--- config.mk ---
export PLATFORM = sky130hd
export DESIGN_NAME = mag_cmp_signed
export DESIGN_NICKNAME = d
export VERILOG_FILES = /design/src/rtl/mag_cmp_pkg.sv /design/src/rtl/mag_cmp_csa.sv /design/src/rtl/mag_cmp_addend_sel.sv /design/src/rtl/mag_cmp_adder.sv /design/src/rtl/mag_cmp_signed.sv
export SDC_FILE = /design/constraint.sdc
export NUM_CORES = 1
export LEC_CHECK = 0
export CORE_MARGIN = 2
export CORE_UTILIZATION = 47
export DETAILED_ROUTE_END_ITERATION = 6
export PLACE_DENSITY_LB_ADDON = 0.3
export SYNTH_ARGS = -nofsm -noshare
export SYNTH_HDL_FRONTEND = slang
export SYNTH_SLANG_ARGS = --single-unit
export TNS_END_PERCENT = 20
--- constraint.sdc ---
create_clock -name vclk -period 2.9
set_input_delay 0.435 -clock vclk [all_inputs]
set_output_delay 0.435 -clock vclk [all_outputs]
set_load 0.02 [all_outputs]
--- src/rtl/mag_cmp_pkg.sv ---
// Shared constants and types for the signed magnitude comparator.
// Assumes operands are two's-complement words of OPERAND_W bits.
package mag_cmp_pkg;
    localparam int unsigned OPERAND_W = 64;

    // Sign combination of (a, b); the encoding is {sign_a, sign_b}.
    typedef enum logic [1:0] {
        SC_POS_POS = 2'b00,
        SC_POS_NEG = 2'b01,
        SC_NEG_POS = 2'b10,
        SC_NEG_NEG = 2'b11
    } sign_case_e;
endpackage

--- src/rtl/mag_cmp_csa.sv ---
// Carry-save fold of two words into a sum word and a carry word.
// The carry word is shifted left by one with bit 0 forced to 1, so that
// sum + carry == x + y + 1 whenever the top bits of x and y are not both 1.
module mag_cmp_csa #(
    parameter int unsigned W = 64
) (
    input  logic [W-1:0] x,
    input  logic [W-1:0] y,
    output logic [W-1:0] s,
    output logic [W-1:0] c
);
    // Forced low carry that stands in for the +1.
    assign c[0] = 1'b1;

    for (genvar i = 0; i < W; i++) begin : g_bit
        // Per-bit sum without carry propagation.
        assign s[i] = x[i] ^ y[i];
        if (i < W - 1) begin : g_carry
            // Generated carry moves one place up.
            assign c[i+1] = x[i] & y[i];
        end
    end
endmodule

--- src/rtl/mag_cmp_addend_sel.sv ---
// Chooses the two adder inputs and the carry-in from the operand signs.
// Assumes the sign of each operand is its most significant bit.
module mag_cmp_addend_sel
    import mag_cmp_pkg::*;
#(
    parameter int unsigned W = OPERAND_W
) (
    input  logic [W-1:0] a,
    input  logic [W-1:0] b,
    output logic [W-1:0] add_lo,
    output logic [W-1:0] add_hi,
    output logic         carry_in
);
    logic [W-1:0] inv_a;
    logic [W-1:0] inv_b;
    logic [W-1:0] csa_s;
    logic [W-1:0] csa_c;
    sign_case_e   sc;

    assign inv_a = ~a;
    assign inv_b = ~b;

    // Mixed-sign pre-add of the inverted operands.
    mag_cmp_csa #(.W(W)) u_csa (
        .x (inv_a),
        .y (inv_b),
        .s (csa_s),
        .c (csa_c)
    );

    // Sign-case decode and addend steering.
    always_comb begin
        sc = sign_case_e'({a[W-1], b[W-1]});
        unique case (sc)
            SC_NEG_POS: begin
                add_lo   = csa_s;
                add_hi   = csa_c;
                carry_in = 1'b1;
            end
            SC_POS_POS: begin
                add_lo   = a;
                add_hi   = inv_b;
                carry_in = 1'b1;
            end
            SC_NEG_NEG: begin
                add_lo   = inv_a;
                add_hi   = b;
                carry_in = 1'b1;
            end
            default: begin
                add_lo   = a;
                add_hi   = b;
                carry_in = 1'b0;
            end
        endcase
    end
endmodule

--- src/rtl/mag_cmp_adder.sv ---
// Full-width adder with one extra output bit for the carry-out.
// The result's top bit is clear exactly when the second magnitude wins.
module mag_cmp_adder #(
    parameter int unsigned W = 64
) (
    input  logic [W-1:0] x,
    input  logic [W-1:0] y,
    input  logic         cin,
    output logic [W:0]   diff
);
    // Single carry-propagate addition.
    assign diff = {1'b0, x} + {1'b0, y} + {{W{1'b0}}, cin};
endmodule

--- src/rtl/mag_cmp_signed.sv ---
// Top of the signed magnitude comparator: b_larger = (|b| > |a|).
// Purely combinational; no absolute value is ever formed.
module mag_cmp_signed
    import mag_cmp_pkg::*;
#(
    parameter int unsigned W = OPERAND_W
) (
    input  logic [W-1:0] a,
    input  logic [W-1:0] b,
    output logic         b_larger
);
    logic [W-1:0] add_lo;
    logic [W-1:0] add_hi;
    logic         carry_in;
    logic [W:0]   diff;

    // Operand steering per sign case.
    mag_cmp_addend_sel #(.W(W)) u_sel (
        .a        (a),
        .b        (b),
        .add_lo   (add_lo),
        .add_hi   (add_hi),
        .carry_in (carry_in)
    );

    // The one wide addition.
    mag_cmp_adder #(.W(W)) u_add (
        .x    (add_lo),
        .y    (add_hi),
        .cin  (carry_in),
        .diff (diff)
    );

    // Decision from the carry-out.
    assign b_larger = ~diff[W];
endmodule

* Word-level counts from Yosys, hierarchy flattened
Index checks and enable logic that the tools add are counted.
** Operators by class
- Add/sub/neg operators :: 2
- Multiply operators :: 0
- Div/mod/pow operators :: 0
- Order comparisons :: 0
- Equality and inequality tests :: 2
- Shifts and indexed selects :: 0
- Muxes and demuxes :: 3
- Bitwise gates (word level) :: 130
- Reductions and logical operators :: 2
** Operators by type and width (number)
- $pmux 64 s2 :: 2
- $not 64->64 :: 2
- $add 64x64->65 :: 1
- $add 65x1->65 :: 1
- $xor 1x1->1 :: 64
- $and 1x1->1 :: 63
- $eq 2x2->1 const B :: 2
- $reduce_or 3->1 :: 1
- $logic_not 2->1 :: 1
- $mux 1 :: 1
- $not 1->1 :: 1
** Word-level totals
- Register bits after elaboration :: 0
- Bits in latches :: 0
- Memory bits (writable) :: 0
- ROM bits :: 0
- Logic and storage cells :: 139
- Memories kept :: 0

* Logic depth before layout (Yosys ltp)
Gate-level depths: netlist of the first run.
- Word-level depth :: 6
- Gate-level depth with buffers :: 13
- Gate-level depth less buffers :: 11

* Cells and area by module
A second synthesis of the first run with hierarchy kept.
** Unflattened totals
- Cells, all modules :: 1325
- Area total of the unflattened synthesis :: 8354.3 sq um
** Modules (own cells, without submodules)
- mag_cmp_adder :: times used 1, cells an instance 567, area an instance 3824.9 sq um, sequential area each 0.0 sq um
- mag_cmp_addend_sel :: times used 1, cells an instance 691, area an instance 3717.3 sq um, sequential area each 0.0 sq um
- mag_cmp_csa :: times used 1, cells an instance 66, area an instance 808.3 sq um, sequential area each 0.0 sq um
- mag_cmp_signed :: times used 1, cells an instance 1, area an instance 3.8 sq um, sequential area each 0.0 sq um

* Worst setup path after synthesis of the first run
No wires, ideal clock.
- Path kind :: input-to-output
- Start :: in b[63]
- End :: out b_larger
- Arrival :: 2821 ps
- Required time :: 2465 ps
- Slack :: -356 ps
- Stages on the path :: 12
- Buffers on the path :: 2
- Cells stage by stage :: buf_2 > nor2_1 > clkbuf_1 > nand2_1 > o21ai_0 > a21oi_1 > ha_1 > a21oi_1 > a21oi_2 > o31a_1 > or3_1 > a211oi_2
** Between the ends
- Longest elaborated chain between the ends :: 6
- Elaborated cells on any way between the ends :: 12
- Classes of those cells :: add/sub (2); eq/ne (2); mux (3); bitwise (3); reduce/logical (2)
** Ends and longest elaborated chain
- start, declared :: line mag_cmp_signed.sv:9 : input logic [W-1:0] b,
- $not 64->64 :: line mag_cmp_addend_sel.sv:21 : assign inv_b = ~b;
- $xor 1x1->1 :: line mag_cmp_csa.sv:17 : assign s[i] = x[i] ^ y[i];
- $pmux 64 s2 :: line mag_cmp_addend_sel.sv:34 : unique case (sc)
- $add 64x64->65 :: line mag_cmp_adder.sv:12 : assign diff = {1'b0, x} + {1'b0, y} + {{W{1'b0}}, cin};
- $add 65x1->65 (*) :: line mag_cmp_adder.sv:12
- $not 1->1 (*) :: line mag_cmp_signed.sv:35 : assign b_larger = ~diff[W];
- end, declared :: line mag_cmp_signed.sv:10 : output logic b_larger
Every way passes the cells marked *; elsewhere a longest branch is shown, timed or not.

* Worst setup path after layout of the first run
- Start :: in b[21]
- End :: out b_larger
** Between the ends
- Longest elaborated chain between the ends :: 6
- Elaborated cells on any way between the ends :: 8
- Classes of those cells :: add/sub (2); mux (2); bitwise (4)
** Ends and longest elaborated chain (line)
- $not 64->64 :: mag_cmp_addend_sel.sv:21
- $xor 1x1->1 or $and 1x1->1 (tied branches) :: mag_cmp_csa.sv:17, mag_cmp_csa.sv:20
- $pmux 64 s2 :: mag_cmp_addend_sel.sv:34
- $add 64x64->65 (*) :: mag_cmp_adder.sv:12
- $add 65x1->65 (*) :: mag_cmp_adder.sv:12
- $not 1->1 (*) :: mag_cmp_signed.sv:35
Marks and branches as above.

==> metrics.txt, run 1 <==
Pleak=0.00403 µW; Syn Inst Count=777; CLK BUF=0; GRT Total Usage=0.263; post-synthesis cell type count=31; first-pass iteration count of the detailed router=5; antenna viol nets, final=0; Worst Hold Launch=a[62]; max-slew violations=0; Rows=37; Setup Crit Path Kind=input pin to output port; cell depth of the worst hold path=10; half-perimeter wire length after placement=11600 µm; area post-placement=7110 µm²; yosys warns=0; Post-Route WL=15300 µm; design area=7480 µm²; largest family of logic cells by synthesized area=adder cells; Slew @ Worst Pin=305 ps; Post-Synth XOR/XNOR Area=0; DRT iter0 DRCs=275; vias per inst=5.43; crit path cell chain=dlygate4sd2_1 > inv_2 > ha_1 > o211ai_1 > o21ai_1 > ha_1 > nand4_1 > buf_4 > or4_4 > nor2_1 > buf_4 > a211oi_4 > buf_6; minimum clock period=3270 ps; DRC=0; fin crit share=1.13; failing checks=setup timing; Initial Util=0.479; Crit Path Max Fanout=3; sequential cell area=0 µm²; CP Data Arrival Time=2830 ps; ranking of synthesized cells by area=ha_1 33%, o21ai_0 11%, inv_1 9.8%; final-layout fill cell count=822; Final WS setup=-368 ps; post-synthesis mux area share=0.0924; Synth top area share=0.326; register area share after synthesis=0; RSZ-0062 raised after global routing=yes; Syn Area/Cell=6.27 µm²; Syn-to-layout area delta=53.5%; relative slew slack=0.797; Final #Nets=1255; status=complete, but fails checks; drt wl/cell=13.5 µm; layout cells sized above 1=0.253; Mapped Area=4870 µm²; chip width=106 µm; IO buf count=129; I/O pins=129; GR Overflow Total=0; leading area contributor after synthesis=ha_1; largest net degree at the start of global routing=30; setup TNS=-368 ps; vias in the first global route=6074; num sequential=0; Pwr Total=1230 µW; VDD IR max=0.0000889 V; Crit path largest cell delay=560 ps; Worst setup startpoint=b[21]; antenna violations before repair=1; Hold Path End=b_larger; max cap viols=0; Synth Area in Simple Gates=0.150; Crit-path slowest cell=or4_4; Hold Crit Class=input pin to output port; Post-Syn Nets=1032; gp weighted congestion=0.875; final setup fails=1; complex-gate fraction of the synthesized area=0.296; core area=10200 µm²; die area=11200 µm²; first-pass GRT wire length=25400 µm; Data required, critical path=2470 ps; final hold viol count=0; pwr/cell area=165 nW/µm²; via count=6160; Synth Area in Adders=0.326; chip height=106 µm; crit end category=output port; Setup crit start kind=input pin; Highest Clock Rate=0.306 GHz
-- worst max path at each step --
| stage | end | slack (ps) | cells after the start |
|---|---|---|---|
| after CTS | b_larger | -340 | 14 |
| after detailed placement | b_larger | -1320 | 13 |
| after global placement | b_larger | -1230 | 14 |
| after global routing | b_larger | -490 | 15 |
| final | b_larger | -370 | 13 |
| after floorplan | b_larger | -40 | 13 |
-- where the power goes --
part / leakage [µW] / internal [µW] / switching (µW)
registers: 0 / 0 / 0
logic: 0.00403 / 625 / 606
clock network: 0.00000000634 / 0.0000461 / 0
total: 0.00403 / 625 / 606
-- placed cells by master (no fill, tap or decap), types with 3 or more instances in the layout --
cell type	instances
o21ai_4	3
nand3_1	4
o21ai_2	5
o21ai_1	61
clkdlybuf4s15_2	4
o211ai_1	26
o21ai_0	37
clkdlybuf4s15_1	15
a21oi_2	21
ha_2	6
ha_4	3
buf_2	4
buf_4	121
a211oi_1	9
nor2_1	55
mux2i_1	45
a21oi_1	73
a21o_1	8
buf_6	5
inv_2	33
ha_1	118
dlygate4sd2_1	73
inv_1	93
buf_12	10
clkdlybuf4s50_1	14
nand2_1	92
a211oi_2	7
nand4_1	14
clkbuf_2	15
-- layout make-up --
cell class | count | area, µm² | share of cell area
well taps | 136 | 170 | 0.0228
diodes | 1 | 2.50 | 0.000335
multi-input cells | 606 | 4490 | 0.601
inverters | 127 | 482 | 0.0644
repair buffers | 265 | 2330 | 0.312
-- stage by stage --
step | hold slack (ps) | instances | utilization | setup slack (ps)
after global placement | 2350 | 1101 | 0.698 | -1230
after global routing | 1890 | 1135 | 0.734 | -494
after detailed placement | 2360 | 1101 | 0.698 | -1320
after CTS | 1810 | 1132 | 0.727 | -343
final | 1800 | 1135 | 0.734 | -368
after floorplan | 1400 | 777 | - | -41.5
-- cell families after synthesis --
kind of cell               after synthesis
and+or+nand+nor                        176
adders and majority gates              127
AOI/OAI and AO/OA                      258
muxes                                   45
buffers and inverters                  171
-- critical path, delay by kind of cell --
kind	cells	cell delay, ps
AO/OA/AOI/OAI	3	310
AND/OR/NAND/NOR	3	790
buffers and inverters	5	710
adder cells (fa/ha/maj)	2	600
-- metal layers --
metal / GRT usage / wire, µm / vias to the layer above
li1: - / - / 3148
met1: 0.297 / 6360 / 2802
met2: 0.529 / 7930 / 182
met3: 0.0161 / 743 / 28
met4: 0.0602 / 306 / 0
met5: 0 / 0 / -
-- cells in the mapped netlist (8+ instances only) --
master,instances
mux2i_1,45
nand2_1,93
ha_1,127
buf_2,15
a211oi_1,16
a21o_1,8
clkbuf_1,25
o21ai_0,106
inv_1,127
a21oi_1,93
nand4_1,14
o211ai_1,26
nor2_1,56
-- repair_timing --
action                     CTS  global route
setup endpoints to repair    1             1
resized for setup          258            74
hold buffers                 0             0
cloned                       2             1
setup buffers               29             2
pin swaps                  147            44
hold endpoints to repair     0             0
No activity file was read; power rests on OpenSTA's default activity.
==> run 2: changes to the inputs <==
--- a/config.mk
+++ b/config.mk
@@ -9,6 +9,7 @@
 export CORE_UTILIZATION = 47
 export DETAILED_ROUTE_END_ITERATION = 6
 export PLACE_DENSITY_LB_ADDON = 0.3
+export REMOVE_ABC_BUFFERS = 1
 export SYNTH_ARGS = -nofsm -noshare
 export SYNTH_HDL_FRONTEND = slang
 export SYNTH_SLANG_ARGS = --single-unit
==> run 2 against run 1 <==
The flow still finishes with violations (setup timing). Design area rose by 3.5%. Fmax fell by 0.61%. Hold slack got worse by 2.2 ps. Die area did not move. Combinational power barely moved. Wire length fell by 3.0%. Total power rose by 0.81%. Utilization rose by 2.6 points. Non-clock buffer count fell by 25. Via count fell by 3.9%. Sequential share of layout area did not move. Global-route usage fell by 4.0 points.
==> metrics.txt, run 2 (synthesis gave the netlist of run 1 again) <==
Hold WS=1800 ps; relative slew slack=0.787; hold buffers post-CTS=0; CP Data Arrival Time=2850 ps; setup TNS=-388 ps; antenna viol nets, final=0; crit end category=output port; DRT iter0 DRCs=252; Rows=37; via count=5919; DRC=0; Highest Clock Rate=0.304 GHz; die area=11200 µm²; Worst Hold Launch=a[39]; first-pass iteration count of the detailed router=4; CLK BUF=0; most frequent cells in the layout=110 x dlymetal6s2s_1, 108 x ha_1, 101 x buf_4; commonest non-fill, non-tap cell in the layout=dlymetal6s2s_1; VDD IR max=0.000129 V; Setup crit start kind=input pin; drt wl/cell=13.4 µm; antenna violations before repair=3; Crit Path Max Fanout=2; Data required, critical path=2470 ps; Worst Setup EP=b_larger; final hold viol count=0; minimum clock period=3290 ps; Post-Route WL=14900 µm; Hold Crit Class=input pin to output port; pwr/cell area=160 nW/µm²; chip width=106 µm; max cap viols=0; I/O pins=129; Syn-to-layout area delta=58.9%; GRT Total Usage=0.223; IO buf count=129; Initial Util=0.479; half-perimeter wire length after placement=10700 µm; Pleak=0.00473 µW; gp weighted congestion=0.823; Setup Crit Path Kind=input pin to output port; GR Overflow Total=0; largest net degree at the start of global routing=42; vias per inst=5.32; first-pass GRT wire length=21800 µm; vias in the first global route=5096; core area=10200 µm²; Worst setup startpoint=b[17]; failing checks=setup timing; RSZ-0062 raised after global routing=yes; Final #Nets=1230; status=complete, but fails checks; Slew @ Worst Pin=320 ps; sequential cell area=0 µm²; max-slew violations=0; layout cells sized above 1=0.232; chip height=106 µm; fin crit share=1.13; final setup fails=1; final-layout fill cell count=782; num sequential=0; Final WS setup=-388 ps
-- run 2: metrics by stage --
step                worst slack, ps  std cells   util  power (µW)  cell area, µm²
detailed placement            -1160       1096  0.683        1080            6960
finish                         -388       1113  0.760        1240            7740
CTS                            -595       1097  0.686        1100            6980
global route                   -543       1112  0.760        1390            7740
floorplan                      -498        733      -         544            4690
global placement              -1130       1096  0.683        1050            6960
-- run 2: where the power goes --
part           total (µW)  switching (µW)  internal [µW]
logic                1240             604            637
registers               0               0              0
clock network    0.000185               0       0.000185
-- run 2: repair_timing --
action                                  4_1_cts  5_1_grt
endpoints found under the hold margin         0        0
setup buffers                                 1       12
pin swaps                                     7      122
gates resized for setup                      17      284
gates cloned                                  0        0
endpoints found under the setup margin        1        1
-- run 2: worst max-delay path, stage by stage --
cell and delay [ps]:
dlymetal6s2s_1 140, inv_1 80, ha_1 280, o211ai_1 200
o21ai_1 100, ha_1 330, a21oi_2 160, o22ai_2 100
o21ai_2 140, a31oi_1 110, or3_1 390, a211oi_2 200
buf_4 180
-- run 2: layout make-up --
type                            instances  area, µm²  share of cell area
Multi-Input combinational cell        606       4600               0.594
Timing Repair Buffer                  240       2490               0.322
Tap cell                              136        170              0.0220
Inverter                              127        477              0.0616
Antenna cell                            4       10.0             0.00129
-- run 2: worst min-delay path by stage --
stage / endpoint / slack [ps] / depth (start not counted)
final: b_larger / 1800 / 9
after global routing: b_larger / 1880 / 9
after CTS: b_larger / 2000 / 9
after detailed placement: b_larger / 2430 / 9
after global placement: b_larger / 2390 / 10
after floorplan: b_larger / 1390 / 7
-- run 2: layer usage --
metal / vias to the layer above / routed length [µm] / share of wire / track usage
met5: - / 0 / 0 / 0
met1: 2671 / 6470 / 0.43 / 0.306
met4: 0 / 144 / 0.0097 / 0.0113
met3: 17 / 722 / 0.048 / 0.0229
li1: 3096 / - / - / -
met2: 135 / 7550 / 0.51 / 0.394
